===== src/rtl/fpsb_pkg.sv =====
package fpsb_pkg;

    localparam int NUM_PIPES = 3;
    localparam int PIPE_MAC  = 0;
    localparam int PIPE_DIV  = 1;
    localparam int PIPE_LS   = 2;

    localparam int LAT_FAST  = 4;
    localparam int LAT_ARITH = 8;
    localparam int LAT_MUL   = 9;
    localparam int LAT_DIVS  = 19;
    localparam int LAT_DIVD  = 33;
    localparam int LAT_XFER  = 4;
    localparam int LAT_FLAG  = 4;

    localparam int OCC_MUL_MAC  = 2;
    localparam int OCC_DIVS_DIV = 15;
    localparam int OCC_DIVD_DIV = 29;
    localparam int OCC_FLAG_LS  = 3;

    localparam int LAT_W = $clog2(LAT_DIVD + 1);
    localparam int OCC_W = $clog2(OCC_DIVD_DIV + 1);

    typedef enum logic [2:0] {
        C_FAST  = 3'd0,
        C_ARITH = 3'd1,
        C_MUL   = 3'd2,
        C_DIVS  = 3'd3,
        C_DIVD  = 3'd4,
        C_XFER  = 3'd5,
        C_FLAG  = 3'd6,
        C_NOP   = 3'd7
    } op_class_e;

    typedef struct packed {
        logic [LAT_W-1:0]                 lat;
        logic                             wr;
        logic                             flag;
        logic [NUM_PIPES-1:0]             need;
        logic [NUM_PIPES-1:0][1:0]        start;
        logic [NUM_PIPES-1:0][OCC_W-1:0]  reload;
    } booking_t;

    function automatic booking_t decode_class(op_class_e c);
        booking_t b;
        b = '0;
        unique case (c)
            C_FAST: begin
                b.lat = LAT_W'(LAT_FAST); b.wr = 1'b1;
                b.need[PIPE_MAC] = 1'b1;
            end
            C_ARITH: begin
                b.lat = LAT_W'(LAT_ARITH); b.wr = 1'b1;
                b.need[PIPE_MAC] = 1'b1;
            end
            C_MUL: begin
                b.lat = LAT_W'(LAT_MUL); b.wr = 1'b1;
                b.need[PIPE_MAC] = 1'b1;
                b.reload[PIPE_MAC] = OCC_W'(OCC_MUL_MAC - 1);
            end
            C_DIVS: begin
                b.lat = LAT_W'(LAT_DIVS); b.wr = 1'b1;
                b.need[PIPE_DIV] = 1'b1;
                b.reload[PIPE_DIV] = OCC_W'(OCC_DIVS_DIV - 1);
            end
            C_DIVD: begin
                b.lat = LAT_W'(LAT_DIVD); b.wr = 1'b1;
                b.need[PIPE_MAC] = 1'b1;
                b.need[PIPE_DIV] = 1'b1;
                b.reload[PIPE_DIV] = OCC_W'(OCC_DIVD_DIV - 1);
            end
            C_XFER: begin
                b.lat = LAT_W'(LAT_XFER); b.wr = 1'b1;
                b.need[PIPE_LS] = 1'b1;
            end
            C_FLAG: begin
                b.lat = LAT_W'(LAT_FLAG); b.wr = 1'b1; b.flag = 1'b1;
                b.need[PIPE_LS] = 1'b1;
                b.start[PIPE_LS] = 2'd1;
                b.reload[PIPE_LS] = OCC_W'(OCC_FLAG_LS);
            end
            C_NOP: begin
                b = '0;
            end
        endcase
        return b;
    endfunction

endpackage


===== src/rtl/fpsb_pipe_timer.sv =====
module fpsb_pipe_timer #(
    parameter int CW = 5
) (
    input  logic          clk,
    input  logic          rst,
    input  logic          load,
    input  logic [CW-1:0] load_val,
    output logic [CW-1:0] cnt,
    output logic          busy
);

    typedef enum logic {PT_IDLE, PT_BUSY} pt_state_e;
    pt_state_e state, state_nx;

    // next-state: LOAD_BUSY, LOAD_IDLE, EXPIRE, HOLD
    always_comb begin
        state_nx = state;
        unique case (state)
            PT_IDLE: if (load && load_val != '0) state_nx = PT_BUSY;
            PT_BUSY: begin
                if (load) state_nx = (load_val != '0) ? PT_BUSY : PT_IDLE;
                else if (cnt == CW'(1)) state_nx = PT_IDLE;
            end
        endcase
    end

    always_ff @(posedge clk) begin
        if (rst) state <= PT_IDLE;
        else     state <= state_nx;
    end

    always_ff @(posedge clk) begin
        if (rst)              cnt <= '0;
        else if (load)        cnt <= load_val;
        else if (cnt != '0)   cnt <= cnt - CW'(1);
    end

    always_comb begin
        busy = (state == PT_BUSY);
    end

    assert_reset_clear_R1: assert property (@(posedge clk) disable iff (rst)
        $past(rst) |-> (cnt == '0 && state == PT_IDLE));

    assert_idle_hold_R11: assert property (@(posedge clk) disable iff (rst)
        (state == PT_IDLE && !load) |=> (state == PT_IDLE));

    assert_countdown_R5: assert property (@(posedge clk) disable iff (rst)
        (state == PT_BUSY && !load) |=> (cnt == $past(cnt) - CW'(1)));

endmodule


===== src/rtl/fpsb_reg_ready.sv =====
module fpsb_reg_ready #(
    parameter int NREG  = 32,
    parameter int LAT_W = 6,
    localparam int RW   = $clog2(NREG)
) (
    input  logic             clk,
    input  logic             rst,
    input  logic             load,
    input  logic [RW-1:0]    load_dst,
    input  logic [LAT_W-1:0] load_val,
    input  logic [RW-1:0]    src_a,
    input  logic [RW-1:0]    src_b,
    output logic             ready_a,
    output logic             ready_b
);

    logic [LAT_W-1:0] left [NREG];

    for (genvar i = 0; i < NREG; i++) begin : g_reg
        always_ff @(posedge clk) begin
            if (rst)                                  left[i] <= '0;
            else if (load && load_dst == RW'(i))      left[i] <= load_val;
            else if (left[i] != '0)                   left[i] <= left[i] - LAT_W'(1);
        end

        assert_reg_drain_R9: assert property (@(posedge clk) disable iff (rst)
            (left[i] != '0 && !(load && load_dst == RW'(i)))
            |=> (left[i] == $past(left[i]) - LAT_W'(1)));
    end

    assign ready_a = (left[src_a] == '0);
    assign ready_b = (left[src_b] == '0);

endmodule


===== src/rtl/fpsb_issue_ctl.sv =====
module fpsb_issue_ctl
    import fpsb_pkg::*;
#(
    parameter int NREG = 32,
    localparam int RW  = $clog2(NREG)
) (
    input  logic          clk,
    input  logic          rst,
    input  logic          req_valid,
    input  logic [2:0]    req_class,
    input  logic [RW-1:0] req_dst,
    input  logic [RW-1:0] req_src_a,
    input  logic          req_use_a,
    input  logic [RW-1:0] req_src_b,
    input  logic          req_use_b,
    output logic          issue_accept,
    output logic          issue_stall
);

    booking_t               bk;
    logic [NUM_PIPES-1:0]   pipe_busy;
    logic [NUM_PIPES-1:0]   pipe_fits;
    logic [OCC_W-1:0]       pipe_cnt [NUM_PIPES];
    logic                   struct_ok, excl_ok, src_ok, ready_a, ready_b, go;

    assign bk = decode_class(op_class_e'(req_class));

    for (genvar p = 0; p < NUM_PIPES; p++) begin : g_pipe
        fpsb_pipe_timer #(.CW(OCC_W)) u_timer (
            .clk      (clk),
            .rst      (rst),
            .load     (go && bk.need[p]),
            .load_val (bk.reload[p]),
            .cnt      (pipe_cnt[p]),
            .busy     (pipe_busy[p])
        );
        assign pipe_fits[p] = !bk.need[p] || (pipe_cnt[p] <= OCC_W'(bk.start[p]));
    end

    fpsb_reg_ready #(.NREG(NREG), .LAT_W(LAT_W)) u_ready (
        .clk      (clk),
        .rst      (rst),
        .load     (go && bk.wr),
        .load_dst (req_dst),
        .load_val (bk.lat - LAT_W'(1)),
        .src_a    (req_src_a),
        .src_b    (req_src_b),
        .ready_a  (ready_a),
        .ready_b  (ready_b)
    );

    always_comb begin
        struct_ok = &pipe_fits;
        excl_ok   = !bk.flag || !(pipe_busy[PIPE_MAC] || pipe_busy[PIPE_DIV]);
        src_ok    = (!req_use_a || ready_a) && (!req_use_b || ready_b);
        go        = req_valid && struct_ok && excl_ok && src_ok;
    end

    always_comb begin
        issue_accept = go;
        issue_stall  = req_valid && !go;
    end

    assert_one_outcome_R2: assert property (@(posedge clk) disable iff (rst)
        !(issue_accept && issue_stall));

    assert_mul_hold_R4: assert property (@(posedge clk) disable iff (rst)
        (issue_accept && req_class == 3'd2) |=>
        !(issue_accept && (req_class inside {3'd0, 3'd1, 3'd2, 3'd4})));

    assert_flag_excl_R8: assert property (@(posedge clk) disable iff (rst)
        (issue_accept && req_class == 3'd6) |->
        (!pipe_busy[PIPE_MAC] && !pipe_busy[PIPE_DIV]));

    assert_flag_ls_R8: assert property (@(posedge clk) disable iff (rst)
        (issue_accept && req_class == 3'd6) |=> ##1
        !(issue_accept && req_class == 3'd5));

endmodule


===== config.mk =====
export PLATFORM = sky130hd
export DESIGN_NAME = fpsb_issue_ctl
export DESIGN_NICKNAME = d
export VERILOG_FILES = /design/src/rtl/fpsb_pkg.sv /design/src/rtl/fpsb_pipe_timer.sv /design/src/rtl/fpsb_reg_ready.sv /design/src/rtl/fpsb_issue_ctl.sv
export SDC_FILE = /design/constraint.sdc
export NUM_CORES = 1
export LEC_CHECK = 0
export BUFFER_PORTS_ARGS = -buffer_cell sky130_fd_sc_hd__buf_4
export CELL_PAD_IN_SITES_DETAIL_PLACEMENT = 0
export CELL_PAD_IN_SITES_GLOBAL_PLACEMENT = 1
export CORE_ASPECT_RATIO = 0.9
export CORE_UTILIZATION = 54
export CTS_CLUSTER_DIAMETER = 60
export DETAILED_ROUTE_END_ITERATION = 16
export GPL_ROUTABILITY_DRIVEN = 0
export PLACE_DENSITY = 0.95
export SETUP_SLACK_MARGIN = 0.15
export SLEW_MARGIN = 10
export SYNTH_ARGS = -nofsm -noshare
export SYNTH_HDL_FRONTEND = slang
export SYNTH_HIERARCHICAL = 1
export SYNTH_SLANG_ARGS = --single-unit
export TNS_END_PERCENT = 20

===== constraint.sdc =====
create_clock -name clk -period 6.45 [get_ports clk]
set_input_delay 0.3225 -clock clk [delete_from_list [all_inputs] [get_ports clk]]
set_output_delay 0.3225 -clock clk [all_outputs]
set_load 0.1 [all_outputs]

After elaboration in Yosys (flattened, before gate mapping)
Memory sizes are Yosys's and may differ from the RTL's.
Index checks and enable logic that the tools add are counted.

cells by class
  multiplexer cells = 315
  reductions and logical operators = 107
  add/subtract/negate cells = 36
  $lt $le $gt $ge = 3
  shift operators = 0
  equal/unequal tests = 40
  bitwise logic cells = 66
  divide/modulo/power cells = 0
  $mul = 0

operators by type and width
  operator                                             number
  two-way mux 6 bit                                    64
  two-way mux 1 bit                                    240
  subtractor 6 x 1 -> 6 bit, second input constant     33
  nonzero test 6 bit                                   32
  == test 5 bit, second input constant                 16
  bitwise OR 1 bit                                     64
  logical AND 1 bit                                    43
  one-hot mux 7 bit (6 select lines)                   1
  == test 5 x 4 -> 1 bit, second input constant        8
  two-way mux 5 bit                                    6
  nonzero test 5 bit                                   5
  == test 5 x 3 -> 1 bit, second input constant        4
  == test 5 x 1 -> 1 bit, second input constant        3
  subtractor 5 x 1 -> 5 bit, second input constant     3
  == test 3 bit, second input constant                 4
  zero test 6 bit                                      2
  == test 5 x 2 -> 1 bit, second input constant        2
  <= comparator 5 x 1 -> 1 bit, second input constant  2
  one-hot mux 5 bit (2 select lines)                   1
  zero test 1 bit                                      8
  logical OR 1 bit                                     7
  == test 3 x 2 -> 1 bit, second input constant        2
  nonzero test 2 bit                                   3
  <= comparator 5 x 2 -> 1 bit                         1
  other kinds (10)                                     13

word-level totals
  logic and storage cells = 573
  input port bits = 23
  RAM bits = 192
  register bits after elaboration = 17
  memories = 1
  ROM bits = 0
  latch bits = 0

memory list
  name          words  bits a word  rd ports  clocked after Yosys merged registers in  write ports  line                  RTL
  u_ready.left  32     6            34        0                                        32           fpsb_reg_ready.sv:17  logic [LAT_W-1:0] left [NREG];

Depth between registers and ports, before layout
Gate-level depths: netlist (run 1).

  depth in word-level cells = 16
  depth in mapped cells = 17
  gate-level depth less buffers = 15

Modules after synthesis
Netlist (run 1), hierarchy kept.

by module, submodules not included
  module           seq. area each (um^2)  cells an instance  area an instance (um^2)  instances
  fpsb_reg_ready   5,765.5                1,445              12,889.9                 1
  fpsb_pipe_timer  120.1                  39                 359.1                    3
  fpsb_issue_ctl   0.0                    51                 349.1                    1

Worst setup path before layout (run 1)
OpenSTA, ideal clock, no wires.

  kind = register to register
  from = memory u_ready.left[15][2]
  to = memory u_ready.left[3][3] (data pin)
  slack = 1.289 ns
  clock period less this slack = 5.161 ns
  stages on the path, launching flop included = 16
  data arrival time = 4.907 ns
  cell sequence = edfxtp_1 > or4_4 > mux4_2 > mux2i_1 > nor2b_1 > nor4_2 > a311o_1 > o221ai_1 > a211oi_2 > a21boi_1 > nor2b_1 > nor3b_1 > a21oi_1 > nand2_1 > a21oi_1 > a21o_1

RTL lines
  item                line
  start: declaration  fpsb_reg_ready.sv:17

==> results of run 1 <==
## where the power goes
part           switching, W  internal, W  total (W)  leakage [nW]
combinational       0.00183      0.00133    0.00316          3.15
clock              0.000596     0.000921    0.00152         0.425
sequential         0.000549      0.00228    0.00283          2.33
total               0.00298      0.00453    0.00751          5.90
## worst max-delay path: cells and delay by family, from the launching register on
kind	cells	cell delay, ns
AND/OR/NAND/NOR	8	2.91
AO/OA/AOI/OAI	5	1.06
multiplexers	2	0.67
flip-flops	1	0.44
## layer usage
layer | up-vias | part of all wire
met2 | 588 | 0.47
met1 | 5951 | 0.41
met5 | - | 0
met3 | 111 | 0.093
li1 | 5777 | -
met4 | 0 | 0.034
## final cells by class
class | instances | area (µm²)
Timing Repair Buffer | 34 | 255
Sequential cell | 209 | 6110
Clock buffer | 30 | 644
Fill cell | 2230 | 10300
Multi-Input combinational cell | 1267 | 7640
Tap cell | 348 | 435
Antenna cell | 3 | 7.51
Clock inverter | 16 | 228
Inverter | 90 | 338
## final timing paths
| check | cells after the start | endpoint | start |
|---|---|---|---|
| worst max-delay path | 15 | u_ready/left[18][5] | u_ready/left[15][2] |
| worst min-delay path | 4 | g_pipe[1].u_timer/cnt[4] | req_class[0] |
| worst max register to register | 15 | u_ready/left[18][5] | u_ready/left[15][2] |
| worst min register to register | 2 | g_pipe[2].u_timer/cnt[1] | g_pipe[2].u_timer/cnt[1] |
## cell usage in the layout (no fill, tap or decap), types with 9 or more instances in the layout
cell and instances:
o211ai_1 9, xor2_1 45, a21o_1 14, o21ai_1 75
o21ai_0 107, xnor2_1 66, a211oi_1 13, nand2_1 279
nand3_1 39, edfxtp_1 192, clkbuf_16 25, dfxtp_1 17
o31ai_1 15, nand2b_1 44, nor2_1 152, a21oi_1 74
buf_4 34, or4_1 12, ha_1 71, or3_1 9
conb_1 12, nor4_1 31, nor2b_1 18, nor3_1 58
inv_1 89
## sequential cells by signal, summed over array words and instances (netlist names)
name / count
u_ready/left: 192
g_pipe.u_timer/cnt: 15
g_pipe.u_timer/busy: 2
## stage by stage
step	setup slack, ns	utilization
after floorplan	1.29	-
after global placement	1.58	0.568
after detailed placement	1.38	0.568
after CTS	1.31	0.602
after global routing	0.938	0.602
final	1.19	0.602
==> run metrics, run 1 <==
status=complete, no violations; port buffer count=24; gr usage total=0.295; CP arrival=5.63 ns; LEAKAGE=5.90 nW; Crit Path Class=reg2reg; initial antenna violation count=3; Synth Instances=between 1500 and 2000; GR peak layer=met2; worst hold margin=0.189 ns; Ys Warns=6; number of top-level pins=25; GR met1 Demand/Resource=0.388; clock sink total=209; vias post-DR=approximately 12000; fin crit share=0.815; worst vdd ir=0.307 mV; r2r setup slk=1.19 ns; crit-path cells=or4_4 -> mux4_2 -> mux2i_1 -> nor2b_1 -> nor4_2 -> a311o_1 -> o221ai_1 -> a211oi_2 -> a21boi_1 -> and2_1 -> nand2b_1 -> or3_1 -> nor2_1 -> nand2_1 -> o21ai_0; CP max stage delay=0.60 ns; Pwr Total=0.00751 W; post-DP HPWL=27.2 mm; clock period minus worst slack=around 5.3 ns; Clock transition at path regs=0.06 ns; DP Area=14800 µm²; CTS max path bufs=3; Die Y=approximately 160 µm; skew final=roughly 0.011 ns; worst skew pair latency=roughly 0.54 ns; CTS tree=done; core area=26000 µm²; Max Clock Freq=roughly 190 MHz; Non-Filler Instances=1997; Post-Syn Area=14300 µm²; design area=15700 µm²; Final Max Tran Viols=0; vias in the first global route=11800; largest net degree at the start of global routing=between 60 and 70; Synth Area per Inst=8.87 µm²; Least-Margin Pin Slew=about 0.86 ns; first drt pass iteration count=6; hold-fix buffers at CTS=0; root buffer cell=clkbuf_16; endpoints failing setup=0; die width=roughly 170 µm; crit path max fanout=13; wire length per cell=20.1 µm; worst-path cell with the longest stage delay=or4_4; Slew Limit Headroom=0.425; RSZ-0062 raised after global routing=no; met2 usage=0.490; max-cap violations=0; Critical Path End Type=flop; Post-CTS Setup Inserts=0; CTS buffer count=25; cts repair resizes=0; Final nets=1721; starting DRC count in detailed routing=around 1300; Starting Density=0.549; grt total ovfl=0; met3 GRT Util=0.0509; row cnt=56; Detail Route Antenna Nets=0; DRC viols=0; Cell Pwr Density=480 nW/µm²; Final Hold Vio Count=0; DRT Wirelength=~40 mm; first-pass GRT wire length=63.1 mm; Die Footprint=27100 µm²; share of cells above drive strength 1=0.0632; placed cell count=1948; area grow syn2layout=9.80%; H-tree depth=1; Hold Path Class=in2reg; Vias per Instance=slightly above 6; WP data required=6.83 ns; startpoint types=flop; Setup TNS=0 ns
Note: power is estimated with default switching activity, not from simulation.
==> run 2, diff against run 1 <==
--- a/config.mk
+++ b/config.mk
@@ -9,11 +9,11 @@
 export CELL_PAD_IN_SITES_DETAIL_PLACEMENT = 0
 export CELL_PAD_IN_SITES_GLOBAL_PLACEMENT = 1
 export CORE_ASPECT_RATIO = 0.9
-export CORE_UTILIZATION = 54
+export CORE_UTILIZATION = 50
 export CTS_CLUSTER_DIAMETER = 60
 export DETAILED_ROUTE_END_ITERATION = 16
 export GPL_ROUTABILITY_DRIVEN = 0
-export PLACE_DENSITY = 0.95
+export PLACE_DENSITY = 0.92
 export SETUP_SLACK_MARGIN = 0.15
 export SLEW_MARGIN = 10
 export SYNTH_ARGS = -nofsm -noshare
==> constraint.sdc (replaced) <==
create_clock -name clk -period 4.9 [get_ports clk]
set_input_delay 0.245 -clock clk [delete_from_list [all_inputs] [get_ports clk]]
set_output_delay 0.245 -clock clk [all_outputs]
set_load 0.1 [all_outputs]
==> run 2 against run 1 <==
  * Worst setup slack worse by 0.73 ns
  * Die area up 7.9%
  * Sequential cell count unchanged
  * Wire length up 1.9%
  * Via count down 0.52%
  * Clock-buffer cell count down 2
  * Critical path depth down 1
  * Global-route usage down 1.6 points
  * Maximum frequency up 18%
==> run metrics, run 2 (same netlist as run 1, synthesis figures left out) <==
Die Y=162 µm (was 156 µm); RSZ-0062 raised after global routing=no (unchanged); Starting Density=0.509 (was 0.549); crit path max fanout=12 (was 13); fin crit share=0.906 (was 0.815); placed cell count=1972 (was 1948); DRC viols=0 (unchanged); hold-fix buffers at CTS=0 (unchanged); max-cap violations=0 (unchanged); GR peak layer=met2 (unchanged); Switch Pwr=0.00393 W (was 0.00298 W); die width=180 µm (was 173 µm); WP data required=5.28 ns (was 6.83 ns); CTS buffer count=26 (was 25); Critical Path End Type=flop (unchanged); grt total ovfl=0 (unchanged); Clock transition at path regs=0.07 ns (was 0.06 ns); max reg flops=192 (unchanged); Cell Pwr Density=631 nW/µm² (was 480 nW/µm²); H-tree depth=1 (unchanged); endpoints failing setup=0 (unchanged); gr usage total=0.279 (was 0.295); worst reg2reg path startpoint=u_ready/left[6][1] (was u_ready/left[15][2]); Setup TNS=0 ns (unchanged); Max Clock Freq=225 MHz (was 190 MHz); R2R Path End=u_ready/left[15][5] (was u_ready/left[18][5]); clock period minus worst slack=4.44 ns (was 5.26 ns); Hold Path Class=in2reg (unchanged); Least-Margin Pin Slew=1.10 ns (was 0.855 ns); Final nets=1734 (was 1721); cts repair resizes=0 (unchanged); Post-Route Utilization=0.564 (was 0.602); Non-Filler Instances=2019 (was 1997); share of cells above drive strength 1=0.0724 (was 0.0632); met3 GRT Util=0.0437 (was 0.0509); HP Start=req_class[0] (unchanged); area grow syn2layout=10.8% (was 9.80%); Sw Ratio=0.394 (was 0.397); number of top-level pins=25 (unchanged); worst skew pair latency=0.54 ns (about the same); status=complete, no violations (unchanged); Die Footprint=29200 µm² (was 27100 µm²); initial antenna violation count=1 (was 3); Crit Path Class=reg2reg (unchanged); port buffer count=24 (unchanged); Internal=0.00604 W (was 0.00453 W); commonest non-fill, non-tap cell in the layout=nand2_1 (unchanged); Final Max Tran Viols=0 (unchanged); met2 usage=0.445 (was 0.490); CP arrival=4.81 ns (was 5.63 ns); clock sink total=209 (unchanged); combinational power share=0.421 (about the same); vias in the first global route=11700 (was 11800); wire length per cell=20.2 µm (was 20.1 µm); LEAKAGE=5.98 nW (was 5.90 nW); r2r setup slk=0.46 ns (was 1.19 ns); Detail Route Antenna Nets=0 (unchanged); GR met1 Demand/Resource=0.387 (was 0.388); vias post-DR=12400 (about the same); Post-CTS Setup Inserts=0 (unchanged); Biggest register=u_ready/left (unchanged); Vias per Instance=6.12 (was 6.22); row cnt=58 (was 56); starting DRC count in detailed routing=1509 (was 1343); CTS tree=done (unchanged); Critical Path End=u_ready/left[15][5] (was u_ready/left[18][5]); post-DP HPWL=28.1 mm (was 27.2 mm); Final Hold Vio Count=0 (unchanged); Clock Power Share=0.206 (was 0.202); first drt pass iteration count=5 (was 6); largest net degree at the start of global routing=64 (unchanged); first-pass GRT wire length=63.9 mm (was 63.1 mm); DP Area=14900 µm² (was 14800 µm²); Seq pwr share=0.374 (was 0.377); core area=28000 µm² (was 26000 µm²); Worst Setup SP=u_ready/left[6][1] (was u_ready/left[15][2]); most frequent cells in the layout=nand2_1 (279), edfxtp_1 (192), nor2_1 (152) (unchanged); DRT Wirelength=40.8 mm (was 40.1 mm); worst-case reg-to-reg path depth=14 (was 15); startpoint types=flop (unchanged); Slew Limit Headroom=0.264 (was 0.425); worst vdd ir=0.322 mV (was 0.307 mV); skew final=0.0222 ns (was 0.0109 ns); root buffer cell=clkbuf_16 (unchanged); worst hold margin=0.109 ns (was 0.189 ns); CTS max path bufs=3 (unchanged); design area=15800 µm² (was 15700 µm²)
run 2: per-layer routing:
| layer | up-vias | routed length (µm) | share of wire |
|---|---|---|---|
| met2 | 606 | 18300 | 0.45 |
| met4 | 0 | 1320 | 0.032 |
| li1 | 5804 | - | - |
| met1 | 5859 | 17500 | 0.43 |
| met5 | - | 0 | 0 |
| met3 | 94 | 3670 | 0.090 |
run 2: layout make-up:
type / count / area [µm²]
antenna: 1 / 2.50
clock buffer: 28 / 679
clock inverter: 18 / 223
fill: 2489 / 12200
inverter: 90 / 338
multi-input combinational: 1267 / 7650
sequential: 209 / 6110
tap: 360 / 450
timing repair buffer: 46 / 345
run 2: worst min path at each step:
| stage | cells after the start | slack, ns | end |
|---|---|---|---|
| finish | 4 | 0.11 | g_pipe[1].u_timer/cnt[4] |
| global route | 4 | 0.14 | g_pipe[1].u_timer/cnt[4] |
| CTS | 4 | 0.09 | g_pipe[1].u_timer/cnt[4] |
| detailed placement | 2 | 0.52 | g_pipe[2].u_timer/cnt[1] |
| global placement | 2 | 0.51 | g_pipe[2].u_timer/cnt[1] |
| floorplan | 1 | 0.31 | g_pipe[0].u_timer/cnt[2] |
run 2: power by group through the flow:
stage	combinational (W)	clock [W]	sequential (W)
after floorplan	0.00316	0	0.00354
after global placement	0.00399	0	0.00370
after detailed placement	0.00409	0	0.00373
after CTS	0.00415	0.00206	0.00371
after global routing	0.00465	0.00213	0.00383
final	0.00419	0.00205	0.00373
run 2: through the flow:
step / setup WS (ns) / power, W
final: 0.462 / 0.00997
after global routing: 0.219 / 0.0106
after CTS: 0.528 / 0.00991
after detailed placement: 0.563 / 0.00783
after global placement: 0.676 / 0.00769
after floorplan: 0.185 / 0.00670
run 2: critical path, cell delays in order, from the launching register on:
cell	delay (ns)
edfxtp_1	0.41
or4_1	0.62
o41ai_1	0.45
nand4_1	0.17
nor4_1	0.46
a211o_1	0.16
o221ai_1	0.16
a211oi_4	0.20
a21boi_1	0.24
nor2b_1	0.27
nand2b_1	0.11
buf_4	0.20
nor3_1	0.54
nand2_1	0.15
o21ai_1	0.12
